### config.mk
export PLATFORM = sky130hd
export DESIGN_NAME = occ_jam_monitor
export DESIGN_NICKNAME = d
export VERILOG_FILES = /design/src/rtl/occ_pkg.sv /design/src/rtl/occ_edge_flag.sv /design/src/rtl/occ_svc_seq.sv /design/src/rtl/occ_counter.sv /design/src/rtl/occ_jam_monitor.sv
export SDC_FILE = /design/constraint.sdc
export NUM_CORES = 1
export LEC_CHECK = 0
export ABC_AREA = 1
export CAP_MARGIN = 10
export CORE_MARGIN = 8
export CORE_UTILIZATION = 35
export CTS_CLUSTER_DIAMETER = 80
export CTS_CLUSTER_SIZE = 30
export DETAILED_ROUTE_END_ITERATION = 12
export GPL_TIMING_DRIVEN = 1
export PLACE_DENSITY = 0.65
export SYNTH_ARGS = -nofsm -noshare
export SYNTH_HDL_FRONTEND = slang
export SYNTH_SLANG_ARGS = --single-unit
### constraint.sdc
create_clock -name clk -period 1.7 [get_ports clk]
set_input_delay 0.425 -clock clk [delete_from_list [all_inputs] [get_ports clk]]
set_output_delay 0.425 -clock clk [all_outputs]
set_load 0.05 [all_outputs]
### src/rtl/occ_pkg.sv
package occ_pkg;
  typedef enum logic [1:0] {
    SEQ_IDLE  = 2'd0,
    SEQ_SERVE = 2'd1,
    SEQ_POLL  = 2'd2
  } seq_state_t;

  localparam int SNS_ENTRY = 0;
  localparam int SNS_EXIT  = 1;
  localparam int NUM_SNS   = 2;
endpackage

### src/rtl/occ_edge_flag.sv
module occ_edge_flag (
  input  logic clk,
  input  logic rst,
  input  logic beam,
  input  logic clr,
  output logic flag
);
  logic beam_q;
  logic rise;

  assign rise = beam & ~beam_q;

  always_ff @(posedge clk) begin
    if (rst) begin
      beam_q <= 1'b0;
      flag   <= 1'b0;
    end else begin
      beam_q <= beam;
      flag   <= rise | (flag & ~clr);
    end
  end


  flag_hold_chk: assert property (@(posedge clk) disable iff (rst)
    (flag && !clr) |=> flag);


  edge_wins_chk: assert property (@(posedge clk) disable iff (rst)
    (beam && !beam_q) |=> flag);
endmodule

### src/rtl/occ_svc_seq.sv
module occ_svc_seq
  import occ_pkg::*;
(
  input  logic clk,
  input  logic rst,
  input  logic flag_in,
  input  logic flag_out,
  output logic clr_in,
  output logic clr_out,
  output logic inc,
  output logic dec
);
  seq_state_t state, state_nxt;
  logic pick_in;

  assign pick_in = flag_in;

  always_comb begin
    state_nxt = state;
    case (state)
      SEQ_IDLE:  if (flag_in || flag_out) state_nxt = SEQ_SERVE;
      SEQ_SERVE: state_nxt = SEQ_POLL;
      SEQ_POLL:  state_nxt = (flag_in || flag_out) ? SEQ_SERVE : SEQ_IDLE;
      default:   state_nxt = SEQ_IDLE;
    endcase
  end

  always_comb begin
    clr_in  = 1'b0;
    clr_out = 1'b0;
    if (state == SEQ_SERVE) begin
      if (pick_in) clr_in = 1'b1;
      else if (flag_out) clr_out = 1'b1;
    end
    inc = clr_in;
    dec = clr_out;
  end

  always_ff @(posedge clk) begin
    if (rst) state <= SEQ_IDLE;
    else     state <= state_nxt;
  end


  one_clear_chk: assert property (@(posedge clk) disable iff (rst)
    $onehot0({clr_in, clr_out}));


  entry_first_chk: assert property (@(posedge clk) disable iff (rst)
    (state == SEQ_SERVE && flag_in) |-> !clr_out);


  no_early_idle_chk: assert property (@(posedge clk) disable iff (rst)
    (state == SEQ_POLL && (flag_in || flag_out)) |=> state == SEQ_SERVE);
endmodule

### src/rtl/occ_counter.sv
module occ_counter #(
  parameter int CNT_W = 8,
  parameter int LIMIT = 4
) (
  input  logic             clk,
  input  logic             rst,
  input  logic             inc,
  input  logic             dec,
  input  logic             preset_load,
  input  logic [CNT_W-1:0] preset_value,
  output logic [CNT_W-1:0] count,
  output logic             alarm_n,
  output logic             underflow
);
  localparam logic [CNT_W-1:0] LIM_V = CNT_W'(LIMIT);
  localparam logic [CNT_W-1:0] MAX_V = {CNT_W{1'b1}};

  logic [CNT_W-1:0] cnt_nxt;
  logic             uf_nxt;

  always_comb begin
    cnt_nxt = count;
    uf_nxt  = underflow;
    if (preset_load) begin
      cnt_nxt = preset_value;
      uf_nxt  = 1'b0;
    end else if (inc) begin
      if (count != MAX_V) cnt_nxt = count + 1'b1;
    end else if (dec) begin
      if (count == '0) uf_nxt = 1'b1;
      else cnt_nxt = count - 1'b1;
    end
  end

  always_ff @(posedge clk) begin
    if (rst) begin
      count     <= '0;
      underflow <= 1'b0;
      alarm_n   <= 1'b1;
    end else begin
      count     <= cnt_nxt;
      underflow <= uf_nxt;
      alarm_n   <= !(cnt_nxt > LIM_V);
    end
  end


  inc_step_chk: assert property (@(posedge clk) disable iff (rst)
    (inc && !preset_load && count != MAX_V) |=> count == $past(count) + 1'b1);


  floor_chk: assert property (@(posedge clk) disable iff (rst)
    (dec && !preset_load && count == '0) |=> (count == '0 && underflow));


  alarm_chk: assert property (@(posedge clk) disable iff (rst)
    alarm_n == !(count > LIM_V));


  preset_chk: assert property (@(posedge clk) disable iff (rst)
    preset_load |=> (count == $past(preset_value) && !underflow));
endmodule

### src/rtl/occ_jam_monitor.sv
module occ_jam_monitor
  import occ_pkg::*;
#(
  parameter int CNT_W = 8,
  parameter int LIMIT = 4
) (
  input  logic             clk,
  input  logic             rst,
  input  logic             entry_beam,
  input  logic             exit_beam,
  input  logic             preset_load,
  input  logic [CNT_W-1:0] preset_value,
  output logic             alarm_n,
  output logic [CNT_W-1:0] occupancy,
  output logic             underflow,
  output logic             req_n
);
  logic [NUM_SNS-1:0] beams;
  logic [NUM_SNS-1:0] flags;
  logic [NUM_SNS-1:0] clrs;
  logic               inc, dec;

  assign beams[SNS_ENTRY] = entry_beam;
  assign beams[SNS_EXIT]  = exit_beam;

  for (genvar g = 0; g < NUM_SNS; g++) begin : g_sns
    occ_edge_flag u_flag (
      .clk  (clk),
      .rst  (rst),
      .beam (beams[g]),
      .clr  (clrs[g]),
      .flag (flags[g])
    );
  end

  assign req_n = ~|flags;

  occ_svc_seq u_seq (
    .clk      (clk),
    .rst      (rst),
    .flag_in  (flags[SNS_ENTRY]),
    .flag_out (flags[SNS_EXIT]),
    .clr_in   (clrs[SNS_ENTRY]),
    .clr_out  (clrs[SNS_EXIT]),
    .inc      (inc),
    .dec      (dec)
  );

  occ_counter #(.CNT_W(CNT_W), .LIMIT(LIMIT)) u_cnt (
    .clk          (clk),
    .rst          (rst),
    .inc          (inc),
    .dec          (dec),
    .preset_load  (preset_load),
    .preset_value (preset_value),
    .count        (occupancy),
    .alarm_n      (alarm_n),
    .underflow    (underflow)
  );


  req_match_chk: assert property (@(posedge clk) disable iff (rst)
    (!req_n) |-> (flags != '0));


  step_chk: assert property (@(posedge clk) disable iff (rst)
    (!preset_load && !$past(preset_load) && !$past(rst)) |->
      (occupancy == $past(occupancy) || occupancy == $past(occupancy) + 1'b1 ||
       occupancy == $past(occupancy) - 1'b1));
endmodule

# Word level (Yosys, flattened, before mapping)

Cells that the tools add are included.

Mux-type cells: 13
Bitwise operators: 10
Magnitude comparators: 1
Equal/unequal tests: 4
$add $sub $neg: 2
Reductions and logical operators: 8

Operators with widths:

| cell                                                                    | count |
|---|---|
| 8-bit two-way mux                                                       | 5 |
| 8-bit by 1-bit adder with 8-bit output, second input constant           | 1 |
| 8-bit by 3-bit > comparator with 1-bit output, second input constant    | 1 |
| 8-bit zero test                                                         | 1 |
| 8-bit inequality test, second input constant                            | 1 |
| 8-bit by 1-bit subtractor with 8-bit output, second input constant      | 1 |
| 1-bit two-way mux                                                       | 6 |
| 2-bit one-hot mux with 3 select lines                                   | 1 |
| 1-bit AND                                                               | 4 |
| 1-bit NOT                                                               | 4 |
| 2-bit OR reduction                                                      | 2 |
| 3-bit AND reduction                                                     | 1 |
| 2-bit by 1-bit equality test with 1-bit output, second input constant   | 1 |
| 2-bit equality test, second input constant                              | 1 |
| 1-bit zero test                                                         | 2 |
| 2-bit zero test                                                         | 1 |
| 2-bit two-way mux                                                       | 1 |
| 2-bit by 1-bit inequality test with 1-bit output, second input constant | 1 |
| 1-bit OR                                                                | 2 |
| 1-bit logical OR                                                        | 1 |

Output and inout bits: 11
Bits in registers: 16
Word-level logic and storage cells: 46
Bits of input ports: 13

# Depth between registers and ports, before layout

Gate-level depths: netlist of the first run.

Depth in word-level cells: 8
Depth in mapped cells: 14
Gate-level depth less buffers: 14

# By module

A second synthesis of the first run with hierarchy kept.

Cell total of the unflattened synthesis: 212
Area, all modules: 1247.4 sq um

Modules (own cells, without submodules):

| module          | cells an instance | times used | sequential area each (sq um) | area an instance (sq um) |
|---|---|---|---|---|
| occ_counter     | 175               | 1          | 200.2                        | 988.4 |
| occ_edge_flag   | 10                | 2          | 40.0                         | 77.6 |
| occ_svc_seq     | 16                | 1          | 40.0                         | 100.1 |
| occ_jam_monitor | 1                 | 1          | 0.0                          | 3.8 |

# Worst setup path before layout of the first run

OpenSTA, ideal clock, no wires.

Kind: reg-to-reg
From: register u_cnt.count[0]
To: register u_cnt.alarm_n
Required time: 1587 ps
Setup time: 113 ps
Path buffers: 0
Arrival time: 1799 ps
Cell stages (with the launch flop): 15
Period minus slack after synthesis: 1912 ps
Slack: -212 ps
Path through: dfxtp_1 ha_1 nand2_1 nor2_2 nand2_2 nand2_2 inv_2 nand2_1 nand2_1 nand2_1 nand3_1 nand2_1 nand2_1 nand3_1 nand2_1

Longest elaborated chain between the ends: 7
Elaborated cells between the ends (all ways): 11
Those cells by class: add/sub (2); order compare (1); eq/ne (1); mux (5); reduce/logical (2)

RTL lines:

| what                                                                           | RTL line                             | source |
|---|---|---|
| start, declared                                                                | occ_counter.sv:11                    | `output logic [CNT_W-1:0] count,` |
| start signal, assigned                                                         | occ_counter.sv:41                    | `count <= cnt_nxt;` |
| 8-bit by 1-bit subtractor with 8-bit output or 8-bit zero test (tied branches) | occ_counter.sv:31, occ_counter.sv:30 |  |
| 8-bit two-way mux                                                              | occ_counter.sv:30                    | `if (count == '0) uf_nxt = 1'b1;` |
| 8-bit two-way mux                                                              | occ_counter.sv:29                    | `end else if (dec) begin` |
| 8-bit two-way mux (*)                                                          | occ_counter.sv:27                    | `end else if (inc) begin` |
| 8-bit two-way mux (*)                                                          | occ_counter.sv:24                    | `if (preset_load) begin` |
| 8-bit by 3-bit > comparator with 1-bit output (*)                              | occ_counter.sv:43                    | `alarm_n <= !(cnt_nxt > LIM_V);` |
| 1-bit zero test (*)                                                            | occ_counter.sv:43                    |  |
| end signal, assigned                                                           | occ_counter.sv:43                    |  |
| end, declared                                                                  | occ_counter.sv:12                    | `output logic alarm_n,` |

Mark *: on every way between the ends. The rest lies on a longest branch, timed or not.
A chain may end at the register's enable or synchronous reset.

# Worst setup path in the final report of the first run

Same ends and word-level chain as after synthesis.

==> impl.org, run 1 <==
** Clock network
- Clk_lat worst skew :: 290 ps
- Clock tree from TritonCTS :: done
- The root buffer cell chosen for the clock tree is clkbuf_4.
- CTS built an H-tree with a depth of 1.
- Buffers from clock root to sink, at most :: 2
- CTS Hold Buffers Added :: 0
- Sink Count :: 16
- Number of buffers created by CTS :: 3
- After clock tree synthesis, the clock-pin slew on the worst setup and hold paths is 100 ps.

** Finish
- Most common cell after layout, fill and taps aside :: nand2_1
- The library cells used most frequently in the layout, excluding fill and tap cells, are 53 x nand2_1, 24 x nor2_1, 19 x nand3_1.
- Final Util :: 54.84%
- Signed area change from the synthesized netlist to the final layout :: 47.75%
- The multi-input combinational cells in the finished layout cover a total of 797.0 µm².
- Antenna diode instance count :: 0
- Layout net count :: 238
- FF/Latch Area :: 334.1 µm²
- Fill cells in the final layout number 294.
- Of the cells placed in the final design, the portion with a size suffix greater than 1 is 33.33%.

** Global route
- The initial antenna violation count came to 0.
- The first global-routing pass estimated 5037 µm of wire.
- Pin count of the biggest net entering global routing :: 17
- For this run the aggregate overflow at the end of global routing stands at 0.
- Vias in the first global route :: 1168
- Global routing used 11.53% of the available tracks across all layers.

** STA
- Worst Tran Pin Value :: 297.1 ps
- Post-route minimum period :: 1602 ps
- Max Clock Skew :: 11.36 ps
- Final period utilization :: 94.23%
- Highest Clock Rate :: 624.2 MHz
- The number of max-slew violations in the final report came to 0.
- Final-report setup violation count :: 0
- Slew Limit Headroom :: 80.14%
- Number of hold violations in the final report :: 0

** Critical path
- Setup slack of the worst register-to-register path :: 100 ps
- By startpoint and endpoint, the worst setup path is classified as reg -> reg.
- Kind of start point of the critical path :: flop
- CP arrival :: 1800 ps
- STA puts the critical path data required time at 1900 ps.
- Crit. End Element :: flop
- Worst-path fanout max :: 5

** Logic synthesis
- Synthesis instantiated 23 different standard cells from the library.
- Counting every net in the synthesized netlist gives 205.
- Synthesis produced 190 cells.
- Yosys printed 0 warnings.
- Post-synthesis area per instance :: 6.012 µm²
- Of the synthesized area, sequential elements account for 28.04%.
- The cell area that synthesis handed to floorplanning was 1142 µm².
- Flip-flop and latch count after synthesis :: 16

** Floorplan
- Measured along the x axis, the die boundary spans 73.13 µm.
- Once the floorplan was initialized, standard cells occupied 37.11% of the core.
- Row Count :: 20
- Die height :: 73.13 µm
- 24 I/O pins were placed.
- The total area inside the core boundary comes to 3078 µm².
- The die covers 5348 µm².

** Drt
- Initial detailed-routing violation count :: 48
- Router iterations before antenna repair :: 4
- The routed design has 3066 µm of wire.
- Count of nets left with antenna violations after detail routing :: 0
- After detailed routing, the number of remaining DRC violations is 0.
- For this block, the via count after detailed routing is 1255.
- Number of vias per cell :: 4.718
- Detail-routed net length per standard cell :: 11.53 µm

** Outcome
- Result of the run :: finished clean

** Power and ir drop
- Power density over cell area :: 652.4 nW/µm²
- The worst-case IR drop observed on VDD is 0.4902 mV.
- Power after layout :: 0.001101 W
- Leakage power of the design :: 0.8027 nW

** Job
- Max-cap violations in this run came to 0.

** Placed design
- During placement, the flow inserted port buffers numbering 23.
- Final RePlAce weighted congestion :: 0.9192
- After legalization and detailed placement, the total HPWL measured 2401 µm.

** Min path
- Path category of the worst min-delay check :: reg -> reg
## layer usage
layer  GRT usage, %  vias up  part of all wire, %
met2          18.97       24                   49
met3          3.159        4                  4.8
met4          3.778        0                 0.55
met5              0        -                    0
met1          14.00      562                   46
li1               -      665                    -
## final cells by class
type                            instances  share of cell area (%)
Clock buffer                            4                   2.150
Inverter                               24                   5.634
Multi-Input combinational cell        146                   47.22
Sequential cell                        16                   19.79
Tap cell                               44                   3.262
Timing Repair Buffer                   32                   21.94
## cells by family after synthesis
kind of cell             after synthesis  share of synthesized area, %
AO/OA/AOI/OAI                         16                         7.996
adder cells (fa/ha/maj)                2                         2.190
buffers and inverters                 28                         9.857
flip-flops                            16                         28.04
AND/OR/NAND/NOR                      128                         51.92
## path summary, 6_finish.rpt
check | from | endpoint | depth (start not counted)
worst max-delay path | u_cnt.count[0]$_SDFF_PP0_ | u_cnt.alarm_n$_SDFF_PP1_ | 12
worst min-delay path | u_seq.state[0]$_SDFFE_PP0P_ | u_seq.state[0]$_SDFFE_PP0P_ | 1
worst max register to register | u_cnt.count[0]$_SDFF_PP0_ | u_cnt.alarm_n$_SDFF_PP1_ | 12
worst min register to register | u_seq.state[0]$_SDFFE_PP0P_ | u_seq.state[0]$_SDFFE_PP0P_ | 1
## state kept, by name, indices dropped and copies added, names as in the netlist
signal / count
g_sns.u_flag.flag: 2
u_seq.state: 2
u_cnt.count: 8
g_sns.u_flag.beam_q: 2
u_cnt.alarm_n: 1
u_cnt.underflow: 1
## stage by stage
| step | instances | hold slack [ps] | cell area (µm²) | setup TNS (ps) | setup slack [ps] |
|---|---|---|---|---|---|
| after global routing | 266 | 499.9 | 1688 | -26.02 | -26.02 |
| after CTS | 263 | 479.7 | 1564 | 0 | 1.287 |
| after global placement | 259 | 460.4 | 1528 | 0 | 23.75 |
| after detailed placement | 259 | 465.9 | 1528 | 0 | 21.06 |
| final | 266 | 476.9 | 1688 | 0 | 98.04 |
| after floorplan | 190 | 447.5 | 1147 | 0 | 15.92 |
## what timing repair did
item,in CTS,in global routing
resized for setup,0,30
setup buffers,0,3
setup endpoints to repair,0,2
## power by group
| part | switching [W] | total, W | leakage (nW) | internal (W) |
|---|---|---|---|---|
| logic | 0.000231 | 0.000408 | 0.646 | 0.000177 |
| clock network | 0.000126 | 0.000256 | 0.0210 | 0.000130 |
| registers | 0.0000363 | 0.000437 | 0.135 | 0.000401 |
| total | 0.000393 | 0.00110 | 0.803 | 0.000708 |
## synthesized netlist by cell type
library cell	number	area share, %
a31oi_1	1	0.55
o21ai_2	1	0.77
nand2_2	6	3.3
nand3_1	23	10
a21oi_1	9	3.9
ha_1	2	2.2
o21bai_1	1	0.66
o21ai_0	3	1.3
nand2_4	1	0.99
nand4_1	2	1.1
dfxtp_1	16	28
nand2_1	56	18
inv_2	6	2.0
clkbuf_1	3	0.99
or2_2	2	1.1
buf_6	1	0.99
nor2_4	3	3.0
nor3_1	2	0.88
a21oi_2	1	0.77
nor2_1	27	8.9
inv_1	18	5.9
nand3_2	3	2.6
nor2_2	3	1.6
## worst max-delay path, cell delays in order, from the launching register on
cell     delay, ps
dfxtp_4        420
ha_4           150
nand2_2         70
nor2_4         140
nand2_4         80
nand2_4        100
inv_2           60
a21oi_2        150
nand2_1         90
nand2_1         80
nor2_1          40
nand3_1         70
nand2_1         40
Note: power is estimated with default switching activity, not from simulation.
==> run 2: changes to the inputs <==
CORE_MARGIN = 1.5   (was 8)
==> run 2 against run 1 <==
Die area is 32% lower. Utilization fell by 0.16 points. Fmax is 1.3% higher. Sequential share of layout area is 0.059 points higher. Largest power group unchanged.
==> impl.org, run 2 (synthesis gave the netlist of run 1 again) <==
** STA
- The final critical-path setup slack came to 118.4 ps (was 98.04 ps).
- Worst Tran Pin Value :: 345.9 ps (was 297.1 ps)
- Final-report setup violation count :: 0 (unchanged)
- The share of the clock period used by the worst path came to 93.04% (was 94.23%).
- Setup repair after global routing missed its margin :: yes
- The worst-case clock skew came to 5.277 ps (was 11.36 ps).
- The number of max-slew violations in the final report is 0 (unchanged).
- Slew Limit Headroom :: 76.89% (was 80.14%)
- The final critical path time including I/O delays and setup came to 1582 ps (was 1602 ps).
- Highest Clock Rate :: 632.3 MHz (was 624.2 MHz)
- Number of hold violations in the final report :: 0 (unchanged)

** Critical path
- The worst flop-to-flop path endpoint is u_cnt.alarm_n$_SDFF_PP1_ (unchanged).
- The reg-to-reg critical path startpoint is u_cnt.count[0]$_SDFF_PP0_ (unchanged).
- The capturing element type of the critical path is a flop (unchanged).
- The critical path data arrival time is 1810 ps (was 1800 ps).
- The number of cells on the worst reg-to-reg path is 13 (was 12).
- Setup slack of the worst register-to-register path :: 120 ps (was 100 ps)
- The startpoint class of the critical path is a flop (unchanged).
- The worst-path maximum fanout was 5 (unchanged).
- Start-to-end type of the worst setup path :: reg -> reg (unchanged)
- The required arrival time at the worst endpoint is 1930 ps (was 1900 ps).

** Power and ir drop
- Reg power frac :: 40.3% (was 39.7%)
- Reported net switching power :: 0.0003770 W (was 0.0003929 W)
- Switching fraction of total power :: 34.88% (was 35.68%)
- The peak ir drop on the vdd network is 0.4106 mV (was 0.4902 mV).
- Power density over cell area :: 642.4 nW/µm² (was 652.4 nW/µm²)
- Clock network fraction of total power :: 22.4% (was 23.3%)
- The leakage power total is 0.8212 nW (was 0.8027 nW).
- Internal cell power :: 0.0007040 W (was 0.0007083 W)
- The total power of the final layout came to 0.001081 W (was 0.001101 W).
- Comb power frac :: 37.3% (was 37.0%)

** Outcome
- Result of the run: finished clean (unchanged).

** Finish
- The post-layout instance count excluding filler cells was 268 (was 266).
- The register with the most flip-flops was u_cnt.count (unchanged).
- The proportion of layout cells with a drive suffix above 1 came to 32.59% (was 33.33%).
- Layout net count :: 240 (was 238)
- Antenna diode instance count :: 0 (unchanged)
- Multi-input logic area :: 794.5 µm² (was 797.0 µm²)
- Commonest cells after routing, fill and taps aside :: 52 x nand2_1, 25 x nor2_1, 20 x nand3_1 (was 53 x nand2_1, 24 x nor2_1, 19 x nand3_1)
- Signed area change from the synthesized netlist to the final layout :: 47.32% (was 47.75%)
- The area of all sequential standard cells was 334.1 µm² (unchanged).
- The layout filler cell count was 321 (was 294).
- Final Util :: 54.67% (was 54.84%)
- Final Cell Area :: 1683 µm² (was 1688 µm²)
- Max reg flops :: 8 (unchanged)
- Most common cell after layout, fill and taps aside :: nand2_1 (unchanged)

** Placed design
- The minimum setup slack after placement came to 28.47 ps (was 21.06 ps).
- Detailed Place HPWL :: 2244 µm (was 2401 µm)
- Number of port buffers :: 23 (unchanged)
- The placer congestion estimate was 0.8849 (was 0.9192).
- Cell area after placement :: 1515 µm² (was 1528 µm²)
- The post-placement cell count is 259 (unchanged).

** Min path
- Path category of the worst min-delay check :: reg -> reg (unchanged)
- The number of cells on the worst hold path is 1 (unchanged).
- Startpoint of the most critical hold path :: u_seq.state[0]$_SDFFE_PP0P_ (unchanged)
- The endpoint of the worst hold-timing path is u_seq.state[0]$_SDFFE_PP0P_ (unchanged).

** Drt
- The detailed-router iteration count before antenna repair was 4 (unchanged).
- DRC violation count after routing :: 0 (unchanged)
- Detail-routed net length per standard cell :: 10.62 µm (was 11.53 µm)
- The first-iteration detailed-routing DRC count came to 58 (was 48).
- The remaining antenna violation count was 0 (unchanged).
- The routed wire length is 2847 µm (was 3066 µm).
- Via count :: 1242 (was 1255)
- Number of vias per cell :: 4.634 (was 4.718)

** Clock network
- Buffers from clock root to sink, at most :: 2 (unchanged)
- The number of clock sinks was 16 (unchanged).
- The TritonCTS clock tree is done (unchanged).
- Number of buffers created by CTS :: 3 (unchanged)
- The clock-pin slew on the worst setup and hold paths is 90 ps (was 100 ps).
- CTS HTree Levels :: 1 (unchanged)
- The cts-stage hold buffer count was 0 (unchanged).
- The clock tree root buffer cell is clkbuf_4 (unchanged).
- The insertion delay to the later sink of the worst-skew pair came to 280 ps (was 290 ps).

** Global route
- GRT Resource Usage Total :: 16.90% (was 11.53%)
- Global-route wire length before repair :: 4581 µm (was 5037 µm)
- Pin count of the biggest net entering global routing :: 17 (unchanged)
- The total global routing overflow is 0 (unchanged).
- The number of global-route vias before repair is 1049 (was 1168).
- The initial antenna violation count is 0 (unchanged).

** Floorplan
- The area of the die came to 3616 µm² (was 5348 µm²).
- The horizontal extent of the die is 60.13 µm (was 73.13 µm).
- The number of top-level pins is 24 (unchanged).
- Row Count :: 20 (unchanged)
- Placeable Area :: 3078 µm² (unchanged)
- The y dimension of the die was 60.13 µm (was 73.13 µm).
- Initial core utilization :: 37.11% (unchanged)

** Job
- Count of max-cap constraint violations :: 0 (unchanged)
==> run 2: per-layer routing <==
| metal | vias up | track usage, % | wire length [µm] |
|---|---|---|---|
| li1 | 665 | - | - |
| met1 | 548 | 23.64 | 1369 |
| met2 | 25 | 26.09 | 1352 |
| met3 | 4 | 2.814 | 89 |
| met4 | 0 | 5.714 | 34 |
| met5 | - | 0 | 0 |
==> run 2: stage by stage <==
stage               hold WS (ps)  TNS (ps)
global placement           460.7         0
floorplan                  447.5         0
CTS                        487.1         0
detailed placement         474.2         0
global route               506.3    -21.55
finish                     482.6         0
==> run 2: worst max-delay path, stage by stage, from the launching register on <==
cell	delay, ps
dfxtp_4	380
ha_4	180
nand2_4	80
nor2_4	50
buf_4	120
nand2_1	50
nand2_1	60
nor2_2	90
nor2_1	60
a21oi_2	170
nand2_1	70
nor2_1	100
nand3_1	70
nand2_1	50
==> run 2: area by class of cell <==
cell class	instances	area share, %
Multi-Input combinational cell	146	47.21
Timing Repair Buffer	34	22.16
Sequential cell	16	19.85
Inverter	24	5.353
Tap cell	44	3.271
Clock buffer	4	2.156
==> run 2: how the worst max path moves through the flow <==
stage                                    from                       end  cells after the start
finish              u_cnt.count[0]$_SDFF_PP0_  u_cnt.alarm_n$_SDFF_PP1_                     13
global route        u_cnt.count[0]$_SDFF_PP0_  u_cnt.alarm_n$_SDFF_PP1_                     14
CTS                 u_cnt.count[0]$_SDFF_PP0_  u_cnt.alarm_n$_SDFF_PP1_                     14
detailed placement  u_cnt.count[0]$_SDFF_PP0_  u_cnt.alarm_n$_SDFF_PP1_                     14
global placement                  preset_load  u_cnt.alarm_n$_SDFF_PP1_                      8
floorplan           u_cnt.count[5]$_SDFF_PP0_  u_cnt.alarm_n$_SDFF_PP1_                     13
==> run 2: timing repair <==
action / in CTS / in global routing
gates cloned: 0 / 0
endpoints found under the setup margin: 1 / 3
gates resized for setup: 1 / 27
hold endpoints to repair: 0 / 0
buffers inserted: 0 / 5
pin swaps: 0 / 12
==> run 2: power by group through the flow <==
stage | logic [W] | clock network (W) | registers [W]
2_1_floorplan | 0.000181 | 0 | 0.000484
3_3_place_gp | 0.000370 | 0 | 0.000441
3_5_place_dp | 0.000368 | 0 | 0.000441
4_1_cts | 0.000371 | 0.000253 | 0.000432
5_1_grt | 0.000437 | 0.000276 | 0.000439
6_report | 0.000404 | 0.000242 | 0.000435
==> run 3: changes to the inputs <==
--- a/config.mk
+++ b/config.mk
@@ -7,5 +7,5 @@
 export LEC_CHECK = 0
 export ABC_AREA = 1
-export CAP_MARGIN = 10
+export CAP_MARGIN = 20
 export CORE_MARGIN = 1.5
 export CORE_UTILIZATION = 35
==> constraint.sdc (replaced) <==
create_clock -name clk -period 1.7 [get_ports clk]
set_input_delay 0.425 -clock clk [delete_from_list [all_inputs] [get_ports clk]]
set_output_delay 0.425 -clock clk [all_outputs]
set_load 0.01 [all_outputs]
==> run 3 against run 2 <==
Clock power fell by 19%. Fmax down 5.4%. Largest power group unchanged. First-iteration DRC count is 31% higher. Flip-flop and latch count stayed put. Critical path type is now reg -> out. Die area unchanged. Sequential share of layout area rose by 1.6 points. Critical endpoint is now occupancy[6]. Clock skew shrank 3.2 ps. Register-to-register slack got worse by 30 ps. Critical path depth decreased by 12. Largest cell class unchanged.
==> impl.org, run 3 (synthesis gave the netlist of run 1 again) <==
** Drt
- The routed wire length per instance was 10.90 µm (was 10.62 µm).
- Met2 wire len :: 1338 µm (was 1352 µm)
- The remaining antenna violation count is 0 (unchanged).
- The first-iteration detailed-routing DRC count was 76 (was 58).
- DRC violation count after routing :: 0 (unchanged)
- The met3 wire length was 82 µm (was 89 µm).
- The via count was 1236 (was 1242).
- Top layer reached by signal wires :: met4 (unchanged)
- Overall routed net length :: 2910 µm (was 2847 µm)
- The detailed-router iteration count before antenna repair was 4 (unchanged).
- Metal-1 WL :: 1449 µm (was 1369 µm)
- The mean number of vias per cell is 4.629 (was 4.634).

** Critical path
- Worst-path fanout max :: 6 (was 5)
- Worst Setup SP :: u_cnt.count[6]$_SDFF_PP0_ (was u_cnt.count[0]$_SDFF_PP0_)
- Start-to-end type of the worst setup path :: reg -> out (was reg -> reg)
- Buffering stage count on the worst path with inverters included :: 1 (unchanged)
- The required arrival time at the worst endpoint is 1270 ps (was 1930 ps).
- The largest delay contributor family on the critical path was buffers and inverters (was simple AND/OR/NAND/NOR gates).
- CP arrival :: 1250 ps (was 1810 ps)
- The startpoint class of the critical path is a flop (unchanged).
- Cell Chain, Critical Path: clkdlybuf4s50_1 (was ha_4 > nand2_4 > nor2_4 > buf_4 > nand2_1 > nand2_1 > nor2_2 > nor2_1 > a21oi_2 > nand2_1 > nor2_1 > nand3_1 > nand2_1).
- The critical path's largest stage delay is 560 ps (was 380 ps).
- Slowest CP cell :: clkdlybuf4s50_1 (was dfxtp_4)
- Crit. End Element :: output port (was flop)
- The reg-to-reg critical path startpoint was u_cnt.count[0]$_SDFF_PP0_ (unchanged).

** Clock network
- Sink Count :: 16 (unchanged)
- The number of buffers inserted during clock tree synthesis came to 3 (unchanged).
- The clock-pin slew on the worst setup and hold paths came to 90 ps (about the same).
- CTS HTree Levels :: 1 (unchanged)
- CTS Hold Buffers Added :: 0 (unchanged)
- The TritonCTS clock tree was done (unchanged).
- Clk_lat worst skew :: 280 ps (about the same)
- The largest buffer count on any clock path came to 2 (unchanged).
- The clock tree root buffer cell is clkbuf_4 (unchanged).

** Power and ir drop
- The ratio of total power to cell area was 592.5 nW/µm² (was 642.4 nW/µm²).
- The peak ir drop on the vdd network came to 0.4137 mV (was 0.4106 mV).
- The leakage power total is 0.7424 nW (was 0.8212 nW).

** STA
- The number of max-slew violations in the final report came to 0 (unchanged).
- The maximum frequency from static timing analysis came to 598.2 MHz (was 632.3 MHz).
- The final total negative setup slack was 0 ps (unchanged).
- Worst Tran Pin Value :: 310.0 ps (was 345.9 ps)
- The worst relative slew slack was 79.28% (was 76.89%).
- Setup repair after global routing missed its margin :: yes (unchanged)
- The number of endpoints failing setup at the final stage is 0 (unchanged).
- Final period utilization :: 98.33% (was 93.04%)
- Number of hold violations in the final report :: 0 (unchanged)
- The final critical path time including I/O delays and setup came to 1672 ps (was 1582 ps).
- Final hold slack :: 470.5 ps (was 482.6 ps)
- The worst-case clock skew is 2.089 ps (was 5.277 ps).

** Global route
- The first-pass GRT wire length came to 4864 µm (was 4581 µm).
- Vias in the first global route :: 1109 (was 1049)
- Pin count of the biggest net entering global routing :: 17 (unchanged)
- Antenna violations before repair :: 0 (unchanged)
- Remaining global-route overflow :: 0 (unchanged)
- The overall track demand over capacity in global routing came to 17.78% (was 16.90%).

** Finish
- The register with the most flip-flops is u_cnt.count (unchanged).
- Commonest cells after routing, fill and taps aside: 54 x nand2_1, 26 x nor2_1, 21 x nand3_1, 21 x clkdlybuf4s50_1, 16 x inv_1 (was 52 x nand2_1, 25 x nor2_1, 20 x nand3_1).
- The proportion of layout cells with a drive suffix above 1 came to 25.56% (was 32.59%).
- The leading cell type in the layout, fill and taps excluded was nand2_1 (unchanged).
- The area overhead of the layout relative to synthesis is 37.68% (was 47.32%).
- The flip-flop count of the largest register, all copies and words added came to 8 (unchanged).
- Layout net count :: 240 (unchanged)
- The count of antenna diodes in the layout came to 0 (unchanged).
- The final non-filler cell area came to 1573 µm² (was 1683 µm²).

** Floorplan
- The horizontal extent of the die is 60.13 µm (unchanged).
- The number of placement rows was 20 (unchanged).
- Placeable Area :: 3078 µm² (unchanged)
- The number of top-level pins is 24 (unchanged).
- Die height :: 60.13 µm (unchanged)
- The effective utilization at floorplan was 37.11% (unchanged).
- The area of the die was 3616 µm² (unchanged).

** Placed design
- Cell area after placement :: 1458 µm² (was 1515 µm²)
- The final HPWL from detailed placement was 2246 µm (was 2244 µm).
- Final RePlAce weighted congestion :: 0.8199 (was 0.8849)
- Number of port buffers :: 23 (unchanged)

** Min path
- Path category of the worst min-delay check :: reg -> reg (unchanged)
- The worst hold path startpoint is u_seq.state[0]$_SDFFE_PP0P_ (unchanged).

** Outcome
- Result of the run :: finished clean (unchanged)

** Job
- The max-capacitance violation count came to 0 (unchanged).
[run 3: cell count changes in the layout (fill, tap and decap cells not counted), moves of 2 or more]
cell | previous run | this run
nand2_1 | 52 | 54
buf_4 | 15 | 11
clkdlybuf4s50_1 | 12 | 21
nor2_4 | 5 | 3
buf_12 | 7 | 0
dlygate4sd2_1 | 0 | 2
nand2_4 | 5 | 2
[run 3: where the power goes]
group          switching [W]  internal, W
clock network       0.000115    0.0000822
registers          0.0000317     0.000400
logic               0.000163     0.000139
[run 3: repair_timing]
item,CTS,global route
buffers inserted,0,4
cloned,0,0
pin swaps,0,4
resized for setup,8,17
endpoints found under the setup margin,7,7
[run 3: stage by stage]
| stage | setup WS, ps | cells | total power [W] | util [%] |
|---|---|---|---|---|
| 2_1_floorplan | 146.4 | 190 | 0.0006107 | - |
| 3_3_place_gp | 32.44 | 260 | 0.0007238 | 47.36 |
| 3_5_place_dp | 3.984 | 260 | 0.0007241 | 47.36 |
| 4_1_cts | 7.501 | 263 | 0.0009189 | 48.25 |
| 5_1_grt | -37.43 | 267 | 0.0009947 | 51.10 |
| 6_report | 28.43 | 267 | 0.0009319 | 51.10 |
[run 3: path summary, 6_finish.rpt]
| kind | slack, ps | depth (start not counted) | to |
|---|---|---|---|
| worst max-delay path | 30 | 1 | occupancy[6] |
| worst max register to register | 90 | 12 | u_cnt.alarm_n$_SDFF_PP1_ |
| worst min register to register | 470 | 1 | u_seq.state[0]$_SDFFE_PP0P_ |
| worst min-delay path | 470 | 1 | u_seq.state[0]$_SDFFE_PP0P_ |
[run 3: layout make-up]
| type | count | area (µm²) |
|---|---|---|
| fill | 324 | 1505 |
| multi-input combinational | 146 | 757.0 |
| sequential | 16 | 337.8 |
| timing repair buffer | 34 | 310.3 |
| inverter | 24 | 90.09 |
| tap | 44 | 55.05 |
| clock buffer | 3 | 22.52 |
[run 3: layer usage]
metal,up-vias,global-route usage [%]
li1,663,-
met1,544,23.87
met2,25,29.35
met3,4,1.515
met4,0,6.667
met5,-,0
